==> config.mk <==
export PLATFORM = sky130hd
export DESIGN_NAME = dfx_adder
export DESIGN_NICKNAME = d
export VERILOG_FILES = /design/src/rtl/dfx_add_pkg.sv /design/src/rtl/dfx_align.sv /design/src/rtl/dfx_range_sel.sv /design/src/rtl/dfx_adder.sv
export SDC_FILE = /design/constraint.sdc
export NUM_CORES = 1
export LEC_CHECK = 0
export BUFFER_PORTS_ARGS = -buffer_cell sky130_fd_sc_hd__buf_2
export CAP_MARGIN = 10
export CORE_ASPECT_RATIO = 1.4
export CORE_MARGIN = 2
export CORE_UTILIZATION = 40
export CTS_CLUSTER_SIZE = 8
export DETAILED_ROUTE_END_ITERATION = 7
export GPL_TIMING_DRIVEN = 0
export HOLD_SLACK_MARGIN = 0.08
export SYNTH_ARGS = -nofsm -noshare
export SYNTH_HDL_FRONTEND = slang
export SYNTH_SLANG_ARGS = --single-unit
export TNS_END_PERCENT = 20
==> constraint.sdc <==
create_clock -name clk -period 7.8 [get_ports clk]
set_clock_uncertainty 0.1 [all_clocks]
set_input_delay 1.56 -clock clk [delete_from_list [all_inputs] [get_ports clk]]
set_output_delay 1.56 -clock clk [all_outputs]
set_load 0.1 [all_outputs]
==> src/rtl/dfx_add_pkg.sv <==
package dfx_add_pkg;

    // Kind of result currently held on the outputs
    typedef enum logic [2:0] {
        ST_IDLE,
        ST_LOW,
        ST_HIGH_EXACT,
        ST_HIGH_CUT,
        ST_SAT
    } res_state_e;

endpackage

==> src/rtl/dfx_align.sv <==
// Brings one operand word to the fine binary point.
module dfx_align #(
    parameter int WORD_W = 16,
    parameter int SHIFT  = 5,
    localparam int SIG_W = WORD_W - 1,
    localparam int ALN_W = SIG_W + SHIFT
) (
    input  logic [WORD_W-1:0] word,
    output logic [ALN_W-1:0]  aligned
);
    logic [SIG_W-1:0] sig;

    always_comb begin
        sig = word[SIG_W-1:0];
        if (word[WORD_W-1]) begin
            aligned = {sig, {SHIFT{1'b0}}};
        end else begin
            aligned = {{SHIFT{sig[SIG_W-1]}}, sig};
        end
    end
endmodule

==> src/rtl/dfx_range_sel.sv <==
// Picks the output range for a full-width sum, then quantises and clamps it.
module dfx_range_sel #(
    parameter int WORD_W = 16,
    parameter int SHIFT  = 5,
    localparam int SIG_W = WORD_W - 1,
    localparam int SUM_W = SIG_W + SHIFT + 1,
    localparam int Q_W   = SUM_W - SHIFT
) (
    input  logic [SUM_W-1:0]  sum,
    input  logic              round_en,
    output logic [WORD_W-1:0] word,
    output logic              fits_low,
    output logic              cut,
    output logic              sat
);
    localparam logic [SIG_W-1:0] SIG_MAX = {1'b0, {(SIG_W-1){1'b1}}};
    localparam logic [SIG_W-1:0] SIG_MIN = {1'b1, {(SIG_W-1){1'b0}}};

    logic [SUM_W-SIG_W:0] upper;
    logic [Q_W-1:0]       q;
    logic [Q_W-SIG_W:0]   q_upper;
    logic [SHIFT-1:0]     rem;
    logic                 q_fits;
    logic                 at_max;
    logic                 bump;
    logic [SIG_W-1:0]     rounded;

    always_comb begin
        upper    = sum[SUM_W-1:SIG_W-1];
        fits_low = (&upper) | ~(|upper);
        q        = sum[SUM_W-1:SHIFT];
        rem      = sum[SHIFT-1:0];
        q_upper  = q[Q_W-1:SIG_W-1];
        q_fits   = (&q_upper) | ~(|q_upper);
        at_max   = (q[SIG_W-1:0] == SIG_MAX);
        bump     = round_en & rem[SHIFT-1] & ~at_max;
        rounded  = q[SIG_W-1:0] + {{(SIG_W-1){1'b0}}, bump};
        sat      = ~fits_low & ~q_fits;
        cut      = ~fits_low & q_fits & (|rem);
        if (fits_low) begin
            word = {1'b0, sum[SIG_W-1:0]};
        end else if (!q_fits) begin
            word = {1'b1, (q[Q_W-1] ? SIG_MIN : SIG_MAX)};
        end else begin
            word = {1'b1, rounded};
        end
    end
endmodule

==> src/rtl/dfx_adder.sv <==
module dfx_adder #(
    parameter int WORD_W   = 16,
    parameter int FRAC_LO  = 14,
    parameter int FRAC_HI  = 9
) (
    input  logic              clk,
    input  logic              rst_n,
    input  logic              in_valid,
    input  logic [WORD_W-1:0] op_a,
    input  logic [WORD_W-1:0] op_b,
    input  logic              round_en,
    output logic              out_valid,
    output logic [WORD_W-1:0] result,
    output logic              trunc_flag,
    output logic              ovf_flag
);
    import dfx_add_pkg::*;

    localparam int SHIFT = FRAC_LO - FRAC_HI;
    localparam int SIG_W = WORD_W - 1;
    localparam int ALN_W = SIG_W + SHIFT;
    localparam int SUM_W = ALN_W + 1;
    localparam int N_OPS = 2;

    logic [N_OPS-1:0][WORD_W-1:0] ops;
    logic [N_OPS-1:0][ALN_W-1:0]  aligned;
    logic [SUM_W-1:0]             sum;
    logic [WORD_W-1:0]            word_d;
    logic                         fits_low, cut, sat;
    res_state_e                   state_q, state_d;
    logic [WORD_W-1:0]            result_q;

    assign ops[0] = op_a;
    assign ops[1] = op_b;

    for (genvar g = 0; g < N_OPS; g++) begin : g_align
        dfx_align #(.WORD_W(WORD_W), .SHIFT(SHIFT)) u_align (
            .word    (ops[g]),
            .aligned (aligned[g])
        );
    end

    assign sum = {aligned[0][ALN_W-1], aligned[0]} + {aligned[1][ALN_W-1], aligned[1]};

    dfx_range_sel #(.WORD_W(WORD_W), .SHIFT(SHIFT)) u_sel (
        .sum      (sum),
        .round_en (round_en),
        .word     (word_d),
        .fits_low (fits_low),
        .cut      (cut),
        .sat      (sat)
    );

    // Next state: classification of the sum being launched
    always_comb begin
        if (!in_valid)     state_d = ST_IDLE;
        else if (fits_low) state_d = ST_LOW;
        else if (sat)      state_d = ST_SAT;
        else if (cut)      state_d = ST_HIGH_CUT;
        else               state_d = ST_HIGH_EXACT;
    end

    // State register and held result word
    always_ff @(posedge clk) begin
        if (!rst_n) begin
            state_q  <= ST_IDLE;
            result_q <= '0;
        end else begin
            state_q <= state_d;
            if (in_valid) result_q <= word_d;
        end
    end

    // Output decode
    always_comb begin
        out_valid  = 1'b0;
        trunc_flag = 1'b0;
        ovf_flag   = 1'b0;
        unique case (state_q)
            ST_IDLE:       ;
            ST_LOW:        out_valid = 1'b1;
            ST_HIGH_EXACT: out_valid = 1'b1;
            ST_HIGH_CUT: begin
                out_valid  = 1'b1;
                trunc_flag = 1'b1;
            end
            ST_SAT: begin
                out_valid = 1'b1;
                ovf_flag  = 1'b1;
            end
            default:       ;
        endcase
    end

    assign result = result_q;
endmodule

Word level (Yosys, flattened, before mapping)
Cells that the tools add are included.
Widths: inputs -> output; s select.
- add/subtract/negate cells: 2
- multipliers: 0
- divide/modulo/power cells: 0
- magnitude comparators: 0
- equality and inequality tests: 5
- shift-type cells: 0
- mux-type cells: 11
- bitwise operators: 14
- reduce and logical (&&, ||, !) cells: 9
- operator list (operator ; number):
    $mux 19 ; 2
    $mux 15 ; 2
    $add 20x20->21 ; 1
    $mux 16 ; 1
    $add 15x1->15 ; 1
    $eq 15x14->1 const B ; 1
    $reduce_or 4->1 ; 2
    $not 1->1 ; 7
    $reduce_and 7->1 ; 1
    $reduce_or 7->1 ; 1
    $eq 3x2->1 const B ; 2
    $and 1x1->1 ; 5
    $mux 1 ; 5
    $reduce_or 5->1 ; 1
    $reduce_and 2->1 ; 2
    $eq 3x1->1 const B ; 1
    $eq 3x3->1 const B ; 1
    $mux 3 ; 1
    $reduce_or 3->1 ; 1
    $or 1x1->1 ; 2
    $reduce_or 2->1 ; 1
- register bits after elaboration: 19
- latch bits: 0
- bits in writable memories: 0
- memory bits (read-only): 0
- output and inout port bits: 19
- memories kept: 0

Depth between registers and ports, before layout
- depth in word-level cells: 11
- depth in mapped cells: 21
- gate-level depth less buffers: 18

Cells and area by module
A second synthesis with hierarchy kept.
- cell total of the unflattened synthesis: 356
- area total of the unflattened synthesis: 3083.0 um^2
- by module, submodules not included (module ; instances ; cells an instance ; area each (um^2)):
    dfx_adder ; 1 ; 194 ; 1750.4
    dfx_range_sel ; 1 ; 118 ; 814.5
    dfx_align ; 2 ; 22 ; 259.0

Worst setup path after synthesis
OpenSTA, ideal clock, no wires.
- kind: input to register
- from: in op_a[15]
- to: reg result_q[8] (netlist: result[8])
- library setup time: 83 ps
- data arrival time: 5693 ps
- required time: 7617 ps
- slack: 1925 ps
- stages: 19
- buffers on the path: 3
- cells stage by stage: clkbuf_1 > mux2_2 > ha_1 > buf_4 > a21oi_4 > mux2_1 > and4bb_2 > nand4b_1 > or3_4 > nor4_1 > a21oi_1 > ha_1 > and3_1 > buf_2 > nand2b_1 > nor3_1 > xor2_1 > maj3_1 > o221ai_1
- word-level cells in the longest chain between the ends: 8
- elaborated cells between the ends (all ways): 18
- those cells by class: 2 x add/sub; 1 x eq/ne; 4 x mux; 7 x bitwise; 4 x reduce/logical
- ends and longest elaborated chain (what ; RTL line ; source):
    start, declared ; dfx_adder.sv:9 ; input logic [WORD_W-1:0] op_a,
    $mux 19 (*) ; dfx_align.sv:15 ; if (word[WORD_W-1]) begin
    $add 20x20->21 (*) ; dfx_adder.sv:43 ; assign sum = {aligned[0][ALN_W-1], aligned[0]} + {aligned[1][ALN_W-1], aligned[1]};
    $eq 15x14->1 ; dfx_range_sel.sv:35 ; at_max = (q[SIG_W-1:0] == SIG_MAX);
    $not 1->1 ; dfx_range_sel.sv:36 ; bump = round_en & rem[SHIFT-1] & ~at_max;
    $and 1x1->1 ; dfx_range_sel.sv:36 ;
    $add 15x1->15 ; dfx_range_sel.sv:37 ; rounded = q[SIG_W-1:0] + {{(SIG_W-1){1'b0}}, bump};
    $mux 15 ; dfx_range_sel.sv:42 ; end else if (!q_fits) begin
    $mux 16 (*) ; dfx_range_sel.sv:40 ; if (fits_low) begin
    end signal, assigned ; dfx_adder.sv:70 ; if (in_valid) result_q <= word_d;
    end, declared ; dfx_adder.sv:31 ; logic [WORD_W-1:0] result_q;
Mark *: on every way between the ends. The rest lies on a longest branch, timed or not.
A chain may end at the register's enable or synchronous reset.

Worst setup path in the final report
Same ends and word-level chain as after synthesis.

==> out/metrics.yaml <==
outcome: "finished, final reports clean"
layout_common_cells: "62 x buf_2, 47 x nand2_1, 30 x a21oi_1"
async_reset_ff_frac: 0
p_total_mw: 0.655
grt_usage: 0.206
setup_ws_ns: 1.71
grt_pass1_vias: 3088
drv_cap: 0
grt_pass1_wl_um: 14100
p_leak_nw: 1.53
final_cells: 559
num_vias: 3120
vias_per_cell: 5.58
clk_path_buf_depth: 2
cts_resized: 0
dpl.hpwl_um: 7430
antenna_found_initial: 0
syn_area_um2: 3110
post-place-ws_ns: 1.44
ys.warnings.count: 0
required_ns: 7.89
setup_violations: 0
worstPathMaxFanout: 10
hold_viol: 0
tightest_slew_ns: 0.687
ctsHoldBuffers: 0
synth_edf_count: 0
clock.fmax_mhz: 164
die_y_um: 108
layout-drive-gt1-share: 0.257
hold_class: "register to register"
yosysSeqAreaShare: 0.122
core_um2: 7650
die_w_um: 78.5
drc_errors: 0
setup_tns_ns: 0
ys.flop_type: "dfxtp_1"
htreeDepth: 1
drt_iter0_markers: 78
start_util: 0.406
clock_latency_ns: 0.27
synth_cell_type_count: 79
ant_nets: 0
rsz0062_at_grt: "false"
dieArea_um2: 8500
synth-seq-cells: 19
gp_congestion: 0.854
ir_worst_vdd_uv: 116
io_pins: 55
slew_headroom: 0.530
grt-ovfl-total: 0
cts_setup_buffers: 0
period_needed_ns: 6.09
endpoint_kind: "register"
port_buffers: 52
syn_nets: 462
period_share: 0.781
wl_um: 8590
crit_type: "input pin to register"
synth_top_area_frac: 0.122
place_inst: 555
final-max-slew-violation-count: 0
area_growth_pct: 14.0
grt_start_max_net_pins: 13
yosys.area.top_type: "dfxtp_1"
mostFrequentLayoutCell: "buf_2"
syn_area_per_cell_um2: 7.71
numCtsBuffers: 3
cts.sinks: 19
synth_area_leaders: "dfxtp_1 12%, ha_1 8.9%, mux2_2 6.5%"
crit_arrival_ns: 6.18
drt-pass1-iter-count: 4
start_kind: "input pin"
antenna_cells: 0
final_nets: 519
clkTransAtPathRegs_ns: 0.07
cts_tree: "yes"
root_buffer: "clkbuf_8"
netlist_instances: 403
p_per_area_nw_per_um2: 185
fp-row-count: 38
wl_per_cell_um: 15.4
## flip-flops by register name, summed over array words and instances, names as in the netlist
signal	count
result	16
state_q	3
## kinds of logic after synthesis
| logic type | synth area share |
|---|---|
| AO/OA/AOI/OAI | 0.274 |
| XOR/XNOR | 0.0705 |
| adder cells (fa/ha/maj) | 0.112 |
| buffers and inverters | 0.0451 |
| flip-flops | 0.122 |
| multiplexers | 0.0979 |
| AND/OR/NAND/NOR | 0.278 |
## cell usage after synthesis, types with 3 or more instances
cell and number:
nand2_1 47, a21oi_1 30, nor2_1 28, ha_1 22, dfxtp_1 19, mux2_2 18, nand3_1 18, o21ai_0 18
xnor2_1 14, nor2b_1 13, xor2_1 11, buf_2 10, clkbuf_1 10, mux2i_1 9, nand4_1 8, nor3_1 6
o211ai_1 6, a21o_1 5, and2_1 5, inv_1 5, nand2b_1 5, nor4_1 5, a211oi_1 4, a31oi_1 4
and3_1 4, maj3_1 4, or3_1 4, a211oi_2 3, buf_4 3, o211ai_2 3, o21a_1 3, o21ai_1 3
## worst max-delay path, cell delays in order
cell	delay, ns
clkbuf_1	0.39
mux2_2	0.40
ha_1	0.29
buf_4	0.17
a21oi_4	0.21
mux2_1	0.34
and4bb_2	0.38
nand4b_1	0.13
or3_4	0.44
nor4_1	0.30
a21oi_1	0.15
ha_1	0.21
and3_1	0.14
buf_2	0.16
nand2b_1	0.13
nor3_1	0.07
xor2_1	0.16
maj3_1	0.38
o221ai_1	0.17
## where the power goes
| part | internal (mW) | switching, mW | total [mW] |
|---|---|---|---|
| logic | 0.148 | 0.316 | 0.464 |
| clock network | 0.0362 | 0.0372 | 0.0734 |
| registers | 0.111 | 0.00627 | 0.118 |
| total | 0.296 | 0.359 | 0.655 |
## layout make-up
| class | instances | area [um2] |
|---|---|---|
| clock inverter | 1 | 7.51 |
| multi-input combinational | 355 | 2590 |
| timing repair buffer | 52 | 260 |
| tap | 100 | 125 |
| inverter | 5 | 18.8 |
| clock buffer | 3 | 41.3 |
| sequential | 19 | 380 |
| fill | 799 | 4110 |
| buffer | 24 | 121 |
## metal layers
metal,up-vias,track usage,wire length [um]
li1,1607,-,-
met1,1432,0.220,3460
met2,68,0.422,4660
met3,13,0.00668,253
met4,0,0.0739,212
met5,-,0,0
## worst paths after layout
kind / startpoint / endpoint / slack [ns] / cells after the start
max: op_a[15] / result[8] / 1.71 / 19
min: result[12] / result[12] / 0.37 / 2
max reg2reg: result[13] / result[13] / 6.83 / 5
min reg2reg: result[12] / result[12] / 0.37 / 2
## through the flow
stage	hold slack, ns	instance area, um2	utilization
2_1_floorplan	0.799	3110	-
3_3_place_gp	0.353	3490	0.456
3_5_place_dp	0.364	3490	0.456
4_1_cts	0.375	3540	0.463
5_1_grt	0.403	3540	0.463
6_report	0.371	3540	0.463
(Power assumes the default switching activity.)
